<file path="src/rtl/xlat_pkg.sv">
package xlat_pkg;

  // Returns the smallest shift s for which ceil(n*2^s/d) gives an exact
  // floor(a*n/d) for every a in [0, 2^aw - 1].
  function automatic int recip_shift(input int aw, input int n, input int d);
    longint amax;
    amax = (longint'(1) << aw) - 1;
    for (int s = 1; s < 48; s++) begin
      longint scaled;
      longint m;
      longint err;
      scaled = longint'(n) << s;
      m      = (scaled + d - 1) / d;
      err    = m * d - scaled;
      if (amax * err < (longint'(1) << s)) return s;
    end
    return 48;
  endfunction

  // Returns the reciprocal multiplier that matches a given shift.
  function automatic longint recip_magic(input int s, input int n, input int d);
    return ((longint'(n) << s) + d - 1) / d;
  endfunction

endpackage

</file>
<file path="src/rtl/xlat_quot_stage.sv">
module xlat_quot_stage #(
  parameter int     BYTE_AW = 17,
  parameter int     BYTE_W  = 8,
  parameter int     WORD_W  = 18,
  parameter int     WORD_AW = 16,
  parameter int     MAG_W   = 18,
  parameter longint MAGIC   = 233017,
  parameter int     SHIFT   = 19
) (
  input  logic               clk,
  input  logic               rst,
  input  logic               in_valid,
  input  logic [BYTE_AW-1:0] in_addr,
  output logic               s1_valid,
  output logic [BYTE_AW-1:0] s1_addr,
  output logic [WORD_AW-1:0] s1_word
);
  localparam int PROD_W = BYTE_AW + MAG_W;

  // The halved bit offset is addr*BYTE_W/2. Dividing it by WORD_W/2 is
  // done as addr * MAGIC >> SHIFT. MAGIC already contains the BYTE_W/2
  // factor, so the multiplier operand is the raw byte address.
  logic [PROD_W-1:0]  prod;
  logic [WORD_AW-1:0] quot;

  always_comb begin
    prod = PROD_W'(in_addr) * PROD_W'(MAGIC);
    quot = WORD_AW'(prod >> SHIFT);
  end

  always_ff @(posedge clk) begin
    if (rst) begin
      s1_valid <= 1'b0;
    end else begin
      s1_valid <= in_valid;
    end
    s1_addr <= in_addr;
    s1_word <= quot;
  end

  // The reciprocal quotient must bracket the true bit offset.
  assert_quot_bounds_R1: assert property (@(posedge clk) disable iff (rst)
    s1_valid |-> (longint'(s1_word) * WORD_W <= longint'(s1_addr) * BYTE_W) &&
                 ((longint'(s1_word) + 1) * WORD_W > longint'(s1_addr) * BYTE_W));

endmodule

</file>
<file path="src/rtl/xlat_split_stage.sv">
module xlat_split_stage #(
  parameter int BYTE_AW = 17,
  parameter int BYTE_W  = 8,
  parameter int WORD_W  = 18,
  parameter int WORD_AW = 16,
  parameter int SB_W    = 5,
  parameter int LEN_W   = 4
) (
  input  logic               clk,
  input  logic               rst,
  input  logic               s1_valid,
  input  logic [BYTE_AW-1:0] s1_addr,
  input  logic [WORD_AW-1:0] s1_word,
  output logic               out_valid,
  output logic [WORD_AW-1:0] out_word_addr,
  output logic [SB_W-1:0]    out_start_bit,
  output logic [LEN_W-1:0]   out_len_first,
  output logic               out_second_valid,
  output logic [WORD_AW-1:0] out_second_addr,
  output logic [LEN_W-1:0]   out_len_second
);
  localparam int BIT_W     = BYTE_AW + $clog2(BYTE_W);
  localparam int FIT_LIMIT = WORD_W - BYTE_W;

  logic [BIT_W-1:0]   bit_off;
  logic [BIT_W-1:0]   word_base;
  logic [BIT_W-1:0]   rem_full;
  logic [SB_W-1:0]    rem;
  logic               straddle;
  logic [LEN_W-1:0]   len1;
  logic [LEN_W-1:0]   len2;
  logic [WORD_AW-1:0] next_word;

  always_comb begin
    bit_off   = BIT_W'(s1_addr) << $clog2(BYTE_W);
    word_base = BIT_W'(s1_word) * BIT_W'(WORD_W);
    rem_full  = bit_off - word_base;
    rem       = SB_W'(rem_full);
    straddle  = rem > SB_W'(FIT_LIMIT);
    len1      = straddle ? LEN_W'(SB_W'(WORD_W) - rem) : LEN_W'(BYTE_W);
    len2      = straddle ? LEN_W'(BYTE_W) - len1 : '0;
    next_word = straddle ? s1_word + 1'b1 : '0;
  end

  always_ff @(posedge clk) begin
    if (rst) begin
      out_valid <= 1'b0;
    end else begin
      out_valid <= s1_valid;
    end
    out_word_addr    <= s1_word;
    out_start_bit    <= rem;
    out_len_first    <= len1;
    out_second_valid <= straddle;
    out_second_addr  <= next_word;
    out_len_second   <= len2;
  end

  assert_start_range_R2: assert property (@(posedge clk) disable iff (rst)
    out_valid |-> (int'(out_start_bit) < WORD_W) && !out_start_bit[0]);

  assert_first_fits_R3: assert property (@(posedge clk) disable iff (rst)
    out_valid |-> (int'(out_len_first) <= BYTE_W) &&
                  (int'(out_start_bit) + int'(out_len_first) <= WORD_W));

  assert_pair_sum_R5: assert property (@(posedge clk) disable iff (rst)
    (out_valid && out_second_valid) |->
      (int'(out_len_first) + int'(out_len_second) == BYTE_W) &&
      (int'(out_second_addr) == int'(out_word_addr) + 1));

  assert_second_null_R5: assert property (@(posedge clk) disable iff (rst)
    (out_valid && !out_second_valid) |->
      (out_len_second == '0) && (out_second_addr == '0) &&
      (int'(out_len_first) == BYTE_W));

endmodule

</file>
<file path="src/rtl/byte_word_xlat.sv">
module byte_word_xlat #(
  parameter int BYTE_AW = 17,
  parameter int BYTE_W  = 8,
  parameter int WORD_W  = 18,
  parameter int WORD_AW = $clog2(((2 ** BYTE_AW) * BYTE_W) / WORD_W + 2),
  parameter int SB_W    = $clog2(WORD_W),
  parameter int LEN_W   = $clog2(BYTE_W + 1)
) (
  input  logic               clk,
  input  logic               rst,
  input  logic               in_valid,
  input  logic [BYTE_AW-1:0] in_byte_addr,
  output logic               out_valid,
  output logic [WORD_AW-1:0] out_word_addr,
  output logic [SB_W-1:0]    out_start_bit,
  output logic [LEN_W-1:0]   out_len_first,
  output logic               out_second_valid,
  output logic [WORD_AW-1:0] out_second_addr,
  output logic [LEN_W-1:0]   out_len_second
);
  localparam int     HALF_N = BYTE_W / 2;
  localparam int     HALF_D = WORD_W / 2;
  localparam int     SHIFT  = xlat_pkg::recip_shift(BYTE_AW, HALF_N, HALF_D);
  localparam longint MAGIC  = xlat_pkg::recip_magic(SHIFT, HALF_N, HALF_D);
  localparam int     MAG_W  = $clog2(MAGIC + 1);

  logic               s1_valid;
  logic [BYTE_AW-1:0] s1_addr;
  logic [WORD_AW-1:0] s1_word;

  xlat_quot_stage #(
    .BYTE_AW(BYTE_AW), .BYTE_W(BYTE_W), .WORD_W(WORD_W), .WORD_AW(WORD_AW),
    .MAG_W(MAG_W), .MAGIC(MAGIC), .SHIFT(SHIFT)
  ) u_quot (
    .clk(clk), .rst(rst), .in_valid(in_valid), .in_addr(in_byte_addr),
    .s1_valid(s1_valid), .s1_addr(s1_addr), .s1_word(s1_word)
  );

  xlat_split_stage #(
    .BYTE_AW(BYTE_AW), .BYTE_W(BYTE_W), .WORD_W(WORD_W), .WORD_AW(WORD_AW),
    .SB_W(SB_W), .LEN_W(LEN_W)
  ) u_split (
    .clk(clk), .rst(rst), .s1_valid(s1_valid), .s1_addr(s1_addr),
    .s1_word(s1_word), .out_valid(out_valid), .out_word_addr(out_word_addr),
    .out_start_bit(out_start_bit), .out_len_first(out_len_first),
    .out_second_valid(out_second_valid), .out_second_addr(out_second_addr),
    .out_len_second(out_len_second)
  );

  assert_latency_R6: assert property (@(posedge clk) disable iff (rst)
    out_valid |-> $past(in_valid, 2));

  assert_reset_clear_R7: assert property (@(posedge clk) disable iff (rst)
    $past(rst) |-> !out_valid);

endmodule

</file>
<file path="config.mk">
export PLATFORM = sky130hd
export DESIGN_NAME = byte_word_xlat
export DESIGN_NICKNAME = d
export VERILOG_FILES = /design/src/rtl/xlat_pkg.sv /design/src/rtl/xlat_quot_stage.sv /design/src/rtl/xlat_split_stage.sv /design/src/rtl/byte_word_xlat.sv
export SDC_FILE = /design/constraint.sdc
export NUM_CORES = 1
export LEC_CHECK = 0
export BUFFER_PORTS_ARGS = -buffer_cell sky130_fd_sc_hd__buf_2
export CAP_MARGIN = 20
export CELL_PAD_IN_SITES_DETAIL_PLACEMENT = 0
export CELL_PAD_IN_SITES_GLOBAL_PLACEMENT = 1
export CORE_UTILIZATION = 44
export CTS_BUF_LIST = sky130_fd_sc_hd__clkbuf_4
export CTS_CLUSTER_SIZE = 16
export DETAILED_ROUTE_END_ITERATION = 10
export GPL_TIMING_DRIVEN = 0
export PLACE_DENSITY = 0.91
export SETUP_SLACK_MARGIN = 0.02
export SLEW_MARGIN = 20
export SYNTH_ARGS = -nofsm -noshare
export SYNTH_HDL_FRONTEND = slang
export SYNTH_SLANG_ARGS = --single-unit
</file>
<file path="constraint.sdc">
create_clock -name clk -period 5.6 [get_ports clk]
set_input_delay 0.84 -clock clk [delete_from_list [all_inputs] [get_ports clk]]
set_output_delay 0.84 -clock clk [all_outputs]
set_load 0.05 [all_outputs]
</file>
### Yosys cells after proc, flatten, opt, wreduce, memory -nomap -nowiden

Cells that the tools add are included.

* add/subtract/negate cells: 4
* multiply operators: 2
* order comparisons: 1
* mux-type cells: 1

Operator list (count)
* 17-bit by 18-bit multiplier with 35-bit output, second input constant: 1
* 16-bit by 1-bit adder with 16-bit output, second input constant: 1
* 16-bit by 4-bit multiplier with 4-bit output, second input constant: 1
* 5-bit by 4-bit greater-than comparator with 1-bit output, second input constant: 1
* 5-bit subtractor: 1
* 4-bit two-way mux: 1
* 2-bit by 4-bit subtractor with 4-bit output, first input constant: 1
* 4-bit subtractor, first input constant: 1

* flip-flop bits (word level): 66
* output and inout port bits: 47

### Logic depth before layout (Yosys ltp)

Gate-level depths: netlist of the first run.

* depth in word-level cells: 5
* gate-level depth with buffers: 21

### By module

From an unflattened synthesis of the first run, not the netlist that was laid out.

* cell total of the unflattened synthesis: 699
* area total of the unflattened synthesis: 7159.4 µm²

Modules (own cells, without submodules)
* xlat_quot_stage: instances 1, cells each 559, area each 5536.6 µm², sequential area each 680.7 µm²
* xlat_split_stage: instances 1, cells each 140, area each 1622.8 µm², sequential area each 860.8 µm²

### Worst setup path after synthesis of the first run

Ideal clock, no wire load.

* kind: input-to-reg
* from: input in_byte_addr[8]
* to: register u_quot.s1_word[15]
* library setup time: 0.062 ns
* data arrival time: 5.717 ns
* data required time: 5.538 ns
* path slack: -0.179 ns
* stages: 20
* buffers on the path: 0
* cells stage by stage: inv_1 > fa_1 > inv_1 > ha_1 > inv_1 > fa_1 > inv_1 > fa_1 > inv_1 > fa_1 > fa_1 > inv_1 > ha_1 > a21o_1 > o21bai_4 > a211oi_2 > a21oi_2 > o31a_1 > or4_1 > nand3_1

* longest elaborated chain between the ends: 1

Ends and longest elaborated chain
* from (decl): line byte_word_xlat.sv:12 `input logic [BYTE_AW-1:0] in_byte_addr,`
* 17-bit by 18-bit multiplier with 35-bit output: line xlat_quot_stage.sv:27 `prod = PROD_W'(in_addr) * PROD_W'(MAGIC);`
* via u_quot.prod[34]: line xlat_quot_stage.sv:23 `logic [PROD_W-1:0] prod;`
* to (signal assigned): line xlat_quot_stage.sv:38 `s1_word <= quot;`
* to (decl): line xlat_quot_stage.sv:16 `output logic [WORD_AW-1:0] s1_word`

The timed path passes the listed nets, and every way through them passes these cells.
A chain may end at the register's enable or synchronous reset.

### Worst setup path in the final report of the first run

* from: input in_byte_addr[13]
* to: register u_quot.s1_word[15]

Same word-level chain as after synthesis.

==> impl_results.md, run 1 <==
- Ys flop type: dfxtp_1
- Synth Instances: 689
- Synth Area in Compound Gates: 8.04%
- Layout cells sized above 1: 18.7%
- Largest net degree at the start of global routing: 11
- DR WL/cell: 13.5 µm
- IO buf count: 63
- Total GRT Usage: 17.3%
- DR pass1 iterations: 4
- Bufs and invs on worst path: 5
- CP peak stage delay: 0.54 ns
- CTS Root Cell: clkbuf_4
- Antenna-violating nets left: 0
- Worst setup SP type: primary input
- Vias per inst: 4.76
- Clk_lat worst skew: 0.38 ns
- DR vias: 4591
- Clock buffer depth: 2
- Synth top area share: 24.9%
- Final setup violation count: 0
- Top delay family on crit path: adder cells
- First-pass GRT wire length: 21700 µm
- Register area: 1240 µm²
- Detailed Place HPWL: 11200 µm
- Worst-path cell chain: buf_2, fa_2, ha_4, fa_1, inv_1, fa_1, inv_1, fa_1, inv_1, fa_1, inv_1, ha_4, nand4_4, nor3_2, a221oi_4, a21oi_2, o31a_1, or4_1, nand3_1
- Antenna violations before repair: 0
- Synthesis-to-layout area growth: 16.7%
- CTS tree: done
- Synth cell types: 47
- Vias in the first global route: 4666
- Initial core utilization: 45.4%
- Worst Skew: 0.0142 ns
- Placed Instances: 938
- Most common cell in the netlist: inv_1
- Worst hold path class: reg -> reg
- Crit-path max FO: 5
- EDFF count, synth: 0
- Number of diodes: 0
- Yosys reg bits: 62
- Post-synth top cells: 177 x inv_1, 132 x ha_1, 81 x fa_1
- Cts bufs inserted: 9
- Maxcap violations: 0
- Fin. Hold Viols: 0
- Die height: 125 µm
- Num rows: 44
- Fin. max-slew vios: 0
- Residual DRC: 0
- Largest family of logic cells by synthesized area: adder cells
- Clock Pin Slew Worst Setup and Hold Paths: 0.09 ns
- Fraction of the mapped netlist area in adder cells: 49.4%
- Routed wire length: 13100 µm
- Mux contribution to synthesized area: 0.151%
- Die X-Extent: 125 µm
- Core Region: 14600 µm²
- Clk sinks: 62
- Hold Slack: 0.373 ns
- Ys async rst share: 0%
- I/O pins: 67
- Post-synthesis average cell area: 9.62 µm²
- Area of the multi-input gates: 4960 µm²
- Critical-path top delay cell: fa_1
- CP Capture Type: register
- Relative slew slack: 59.6%
- Worst Tran Pin Value: 0.607 ns
- Final worst-path cycle share: 98.4%
- Fmax: 181 MHz
- Synth Warn #: 0
- WP data required: 5.92 ns
- Worst Path Arrival: 5.83 ns
- Cell taking the most area after synthesis: ha_1
- Total die area: 15600 µm²
- Minimum clock period: 5.51 ns
- Overflow after GRT: 0
- Fin cells: 965
- Number of H-tree levels: 3
- Syn Std Cell Area: 6630 µm²
- Fill cells: 1294
- Status: complete, no violations
- Sequential area share after synthesis: 18.7%
- RSZ-0062 raised after global routing: yes
- XOR/XNOR share of the synthesized area: 4.89%
- Critical path class: in -> reg
- Dominant cells by area after synthesis: ha_1 25%, fa_1 24%, dfxtp_1 19%
- Nets: 1009
- Iteration-0 DRC Markers: 151
- Post-Synth Simple-Gate Area: 7.78%
- GP Congestion: 0.895
cell type report:
class	instances	area share, %
repair buffers	76	5.87
multi-input cells	440	64.1
flip-flops and latches	62	16.0
plain buffers	10	0.793
well taps	184	2.98
clock inverters	6	0.679
inverters	177	8.59
clock buffers	10	0.971
cell families after synthesis:
| kind of cell | after synthesis |
|---|---|
| AO/OA/AOI/OAI | 76 |
| XOR/XNOR | 37 |
| adder cells (fa/ha/maj) | 213 |
| buffers and inverters | 189 |
| flip-flops | 62 |
| multiplexers | 1 |
| other | 1 |
| AND/OR/NAND/NOR | 110 |
state kept, by name, indices dropped and copies added (netlist names), 2 cells and up:
name	count
u_quot.s1_word	16
u_quot.s1_addr	2
u_split.out_second_addr	16
u_split.out_word_addr	16
u_split.out_len_second	3
u_split.out_start_bit	3
u_split.out_len_first	3
worst paths after layout:
kind / startpoint / to / slack (ns) / cells after the start
setup reg to reg: u_quot.s1_word[2] / u_split.out_len_second[2] / 2.98 / 11
hold / removal: u_quot.s1_word[9] / u_split.out_word_addr[9] / 0.37 / 0
setup / recovery: in_byte_addr[13] / u_quot.s1_word[15] / 0.09 / 19
hold reg to reg: u_quot.s1_word[9] / u_split.out_word_addr[9] / 0.37 / 0
cells in the final DEF (no fill, tap or decap), types with 3 or more instances in the layout:
cell,instances
a211oi_1,3
a21o_1,11
a21oi_1,21
a21oi_2,5
and3_1,4
buf_2,55
buf_4,19
buf_6,6
clkbuf_1,4
clkbuf_4,12
clkinv_1,4
conb_1,3
dfxtp_1,62
fa_1,75
fa_2,6
ha_1,119
ha_4,13
inv_1,169
inv_2,8
nand2_1,22
nand3_1,17
nand4_1,5
nor2_1,41
nor2b_1,5
o211ai_1,4
o21a_1,3
o21ai_0,6
o21bai_1,3
or2_2,3
xnor2_1,23
xor2_1,14
per-layer routing:
metal	vias to the layer above	global-route usage, %	wire, µm
li1	2339	-	-
met1	2113	23.3	6080
met2	118	29.0	6190
met3	21	2.10	563
met4	0	5.03	224
met5	-	0	0
metrics by stage:
stage / setup WS (ns) / cell area, µm² / util (%) / setup TNS (ns)
2_1_floorplan: 0.0293 / 6710 / - / 0
3_3_place_gp: -0.586 / 7250 / 49.7 / -3.96
3_5_place_dp: -0.653 / 7250 / 49.7 / -4.34
4_1_cts: -0.00686 / 7460 / 51.1 / -0.00686
5_1_grt: -0.0521 / 7730 / 53.0 / -0.0521
6_report: 0.0871 / 7730 / 53.0 / 0
repair_timing:
action,CTS,global route
hold buffers,0,0
gates cloned,0,0
hold endpoints to repair,0,0
pin swaps,6,24
buffers inserted,4,9
setup endpoints to repair,6,8
gates resized for setup,14,49
Power of run 1 is not shown: default switching activity piles up to over one toggle a cycle in this logic, so the estimate is an artifact.
==> inputs of run 2 (changes only) <==
--- a/config.mk
+++ b/config.mk
@@ -14,6 +14,7 @@
 export CTS_CLUSTER_SIZE = 16
 export DETAILED_ROUTE_END_ITERATION = 10
 export GPL_TIMING_DRIVEN = 0
+export MAX_ROUTING_LAYER = met4
 export PLACE_DENSITY = 0.91
 export SETUP_SLACK_MARGIN = 0.02
 export SLEW_MARGIN = 20
==> run 2 against run 1 <==
Compared with the run above: maximum frequency decreased by 0.75%; final area decreased by 0.47%; critical path depth increased by 1; clock-buffer cell count decreased by 1; worst hold slack improved by 0.0021 ns; setup slack got worse by 0.042 ns; routed wire length increased by 0.51%; flip-flop and latch count unchanged; first-iteration DRC count increased by 16%; register-to-register slack about the same; die area unchanged; clock skew about the same.
==> impl_results.md, run 2 (synthesis gave the netlist of run 1 again) <==
- Most frequent cells in the layout: 167 x inv_1, 120 x ha_1, 75 x fa_1 (was 169 x inv_1, 119 x ha_1, 75 x fa_1)
- Total die area: 15600 µm² (unchanged)
- Clock buffer depth: 2 (unchanged)
- Clk sinks: 62 (unchanged)
- Core Region: 14600 µm² (unchanged)
- Antenna violations before repair: 0 (unchanged)
- Number of H-tree levels: 3 (unchanged)
- Cell mode on critical path: fa_1
- Worst setup SP type: primary input (unchanged)
- Num rows: 44 (unchanged)
- CP Capture Type: register (unchanged)
- DR WL/cell: 13.6 µm (was 13.5 µm)
- Vias in the first global route: 4641 (was 4666)
- Setup ws final: 0.0455 ns (was 0.0871 ns)
- Die X-Extent: 125 µm (unchanged)
- Crit path from: in_byte_addr[6] (was in_byte_addr[13])
- Synthesis-to-layout area growth: 16.2% (was 16.7%)
- Bufs and invs on worst path: 6 (was 5)
- R2r worst-path depth: 11 (unchanged)
- Clk_lat worst skew: 0.40 ns (was 0.38 ns)
- Most common cell after layout, fill and taps aside: inv_1 (unchanged)
- Vias per inst: 4.74 (was 4.76)
- Fin. Hold Viols: 0 (unchanged)
- DR vias: 4572 (was 4591)
- WHS Endpoint: u_split.out_word_addr[9] (unchanged)
- Die height: 125 µm (unchanged)
- First-pass GRT wire length: 22000 µm (was 21700 µm)
- Relative slew slack: 60.0% (was 59.6%)
- Final worst-path cycle share: 99.2% (was 98.4%)
- Residual DRC: 0 (unchanged)
- Critical-path top delay cell: fa_1 (unchanged)
- I/O pins: 67 (unchanged)
- Status: complete, no violations (unchanged)
- DR pass1 iterations: 7 (was 4)
- Hold_sp: u_quot.s1_word[9] (unchanged)
- Worst reg2reg startpoint: u_quot.s1_word[2] (unchanged)
- Cts bufs inserted: 9 (unchanged)
- Worst Path Arrival: 5.89 ns (was 5.83 ns)
- Flop2flop setup slack: 2.99 ns (was 2.98 ns)
- Clock Pin Slew Worst Setup and Hold Paths: 0.10 ns (was 0.09 ns)
- Overflow after GRT: 0 (unchanged)
- Fmax: 180 MHz (was 181 MHz)
- Worst hold path class: reg -> reg (unchanged)
- Total GRT Usage: 18.1% (was 17.3%)
- RSZ-0062 raised after global routing: yes (unchanged)
- Layout cells sized above 1: 19.0% (was 18.7%)
- CTS Root Cell: clkbuf_4 (unchanged)
- Top Registers: u_quot.s1_word: 16 flops, u_split.out_second_addr: 16 flops, u_split.out_word_addr: 16 flops (unchanged)
- Fin. max-slew vios: 0 (unchanged)
- Maxcap violations: 0 (unchanged)
- FF-to-FF End: u_split.out_len_second[2] (unchanged)
- Critical path class: in -> reg (unchanged)
- WP data required: 5.94 ns (was 5.92 ns)
- Top delay family on crit path: adder cells (unchanged)
- Number of diodes: 0 (unchanged)
- Pre-CTS setup slack: -0.653 ns (about the same)
- Minimum clock period: 5.55 ns (was 5.51 ns)
- Iteration-0 DRC Markers: 175 (was 151)
- CP peak stage delay: 0.55 ns (was 0.54 ns)
- Nets: 1009 (unchanged)
- Worst Skew: 0.0145 ns (was 0.0142 ns)
- Worst Tran Pin Value: 0.600 ns (was 0.607 ns)
- Largest net degree at the start of global routing: 13 (was 11)
- CTS tree: done (unchanged)
- GP Congestion: 0.899 (was 0.895)
- Routed wire length: 13100 µm (about the same)
- Detailed Place HPWL: 11200 µm (about the same)
- Cts hold-fix bufs: 0 (unchanged)
- Hold Path Cell Cnt: 0 (unchanged)
- Crit-path max FO: 6 (was 5)
- Worst-path cell chain: buf_12, fa_1, ha_4, inv_2, fa_1, buf_4, fa_1, inv_2, fa_1, inv_2, fa_1, inv_2, ha_4, nand4_4, nor3_4, a221oi_4, a21oi_2, o31a_1, or4_1, nand3_1 (was buf_2, fa_2, ha_4, fa_1, inv_1, fa_1, inv_1, fa_1, inv_1, fa_1, inv_1, ha_4, nand4_4, nor3_2, a221oi_4, a21oi_2, o31a_1, or4_1, nand3_1)
- Initial core utilization: 45.4% (unchanged)
- IO buf count: 63 (unchanged)
- Antenna-violating nets left: 0 (unchanged)
- Final setup violation count: 0 (unchanged)
[run 2: layer usage]
| layer | vias to the layer above | share of wire, % | global-route usage (%) |
|---|---|---|---|
| met5 | - | 0 | - |
| met4 | 0 | 1.1 | 3.61 |
| met3 | 10 | 4.0 | 1.89 |
| met2 | 103 | 47 | 29.5 |
| met1 | 2116 | 48 | 24.5 |
| li1 | 2343 | - | - |
[run 2: area by class of cell]
| type | count | area (µm²) |
|---|---|---|
| Timing Repair Buffer | 75 | 457 |
| Clock buffer | 9 | 67.6 |
| Multi-Input combinational cell | 440 | 4900 |
| Tap cell | 184 | 230 |
| Inverter | 177 | 664 |
| Sequential cell | 62 | 1240 |
| Clock inverter | 7 | 73.8 |
| Buffer | 11 | 61.3 |
| Fill cell | 1341 | 6890 |
[run 2: how the worst max path moves through the flow]
stage / endpoint / slack [ns] / cells past startpoint
after floorplan: u_quot.s1_word[15] / 0.03 / 18
after global placement: u_quot.s1_word[15] / -0.60 / 21
after detailed placement: u_quot.s1_word[15] / -0.65 / 21
after CTS: u_quot.s1_word[15] / 0.02 / 17
after global routing: u_quot.s1_word[15] / -0.07 / 20
final: u_quot.s1_word[15] / 0.05 / 20
[run 2: worst reg2reg max path: stages, from the launching register on]
cell and delay [ns]:
dfxtp_1 0.43, inv_1 0.07, ha_1 0.33, a211oi_1 0.26, a21oi_1 0.08, xnor2_1 0.16
a21oi_1 0.25, clkbuf_1 0.39, nor2_1 0.11, inv_1 0.07, ha_1 0.21, nor2b_1 0.13
[run 2: repair_timing]
item | 4_1_cts | 5_1_grt
setup endpoints to repair | 5 | 7
pin swaps | 5 | 30
resized for setup | 15 | 46
gates cloned | 0 | 0
setup buffers | 4 | 8
[run 2: through the flow]
step	TNS [ns]	util [%]	cells	hold WS [ns]	area [µm²]
after floorplan	0	-	691	0.350	6710
after global placement	-4.07	49.7	938	0.356	7250
after detailed placement	-4.41	49.7	938	0.370	7250
after CTS	0	51.3	957	0.382	7480
after global routing	-0.0955	52.8	965	0.395	7700
final	0	52.8	965	0.375	7700
Power of run 2 is left out for the same reason.
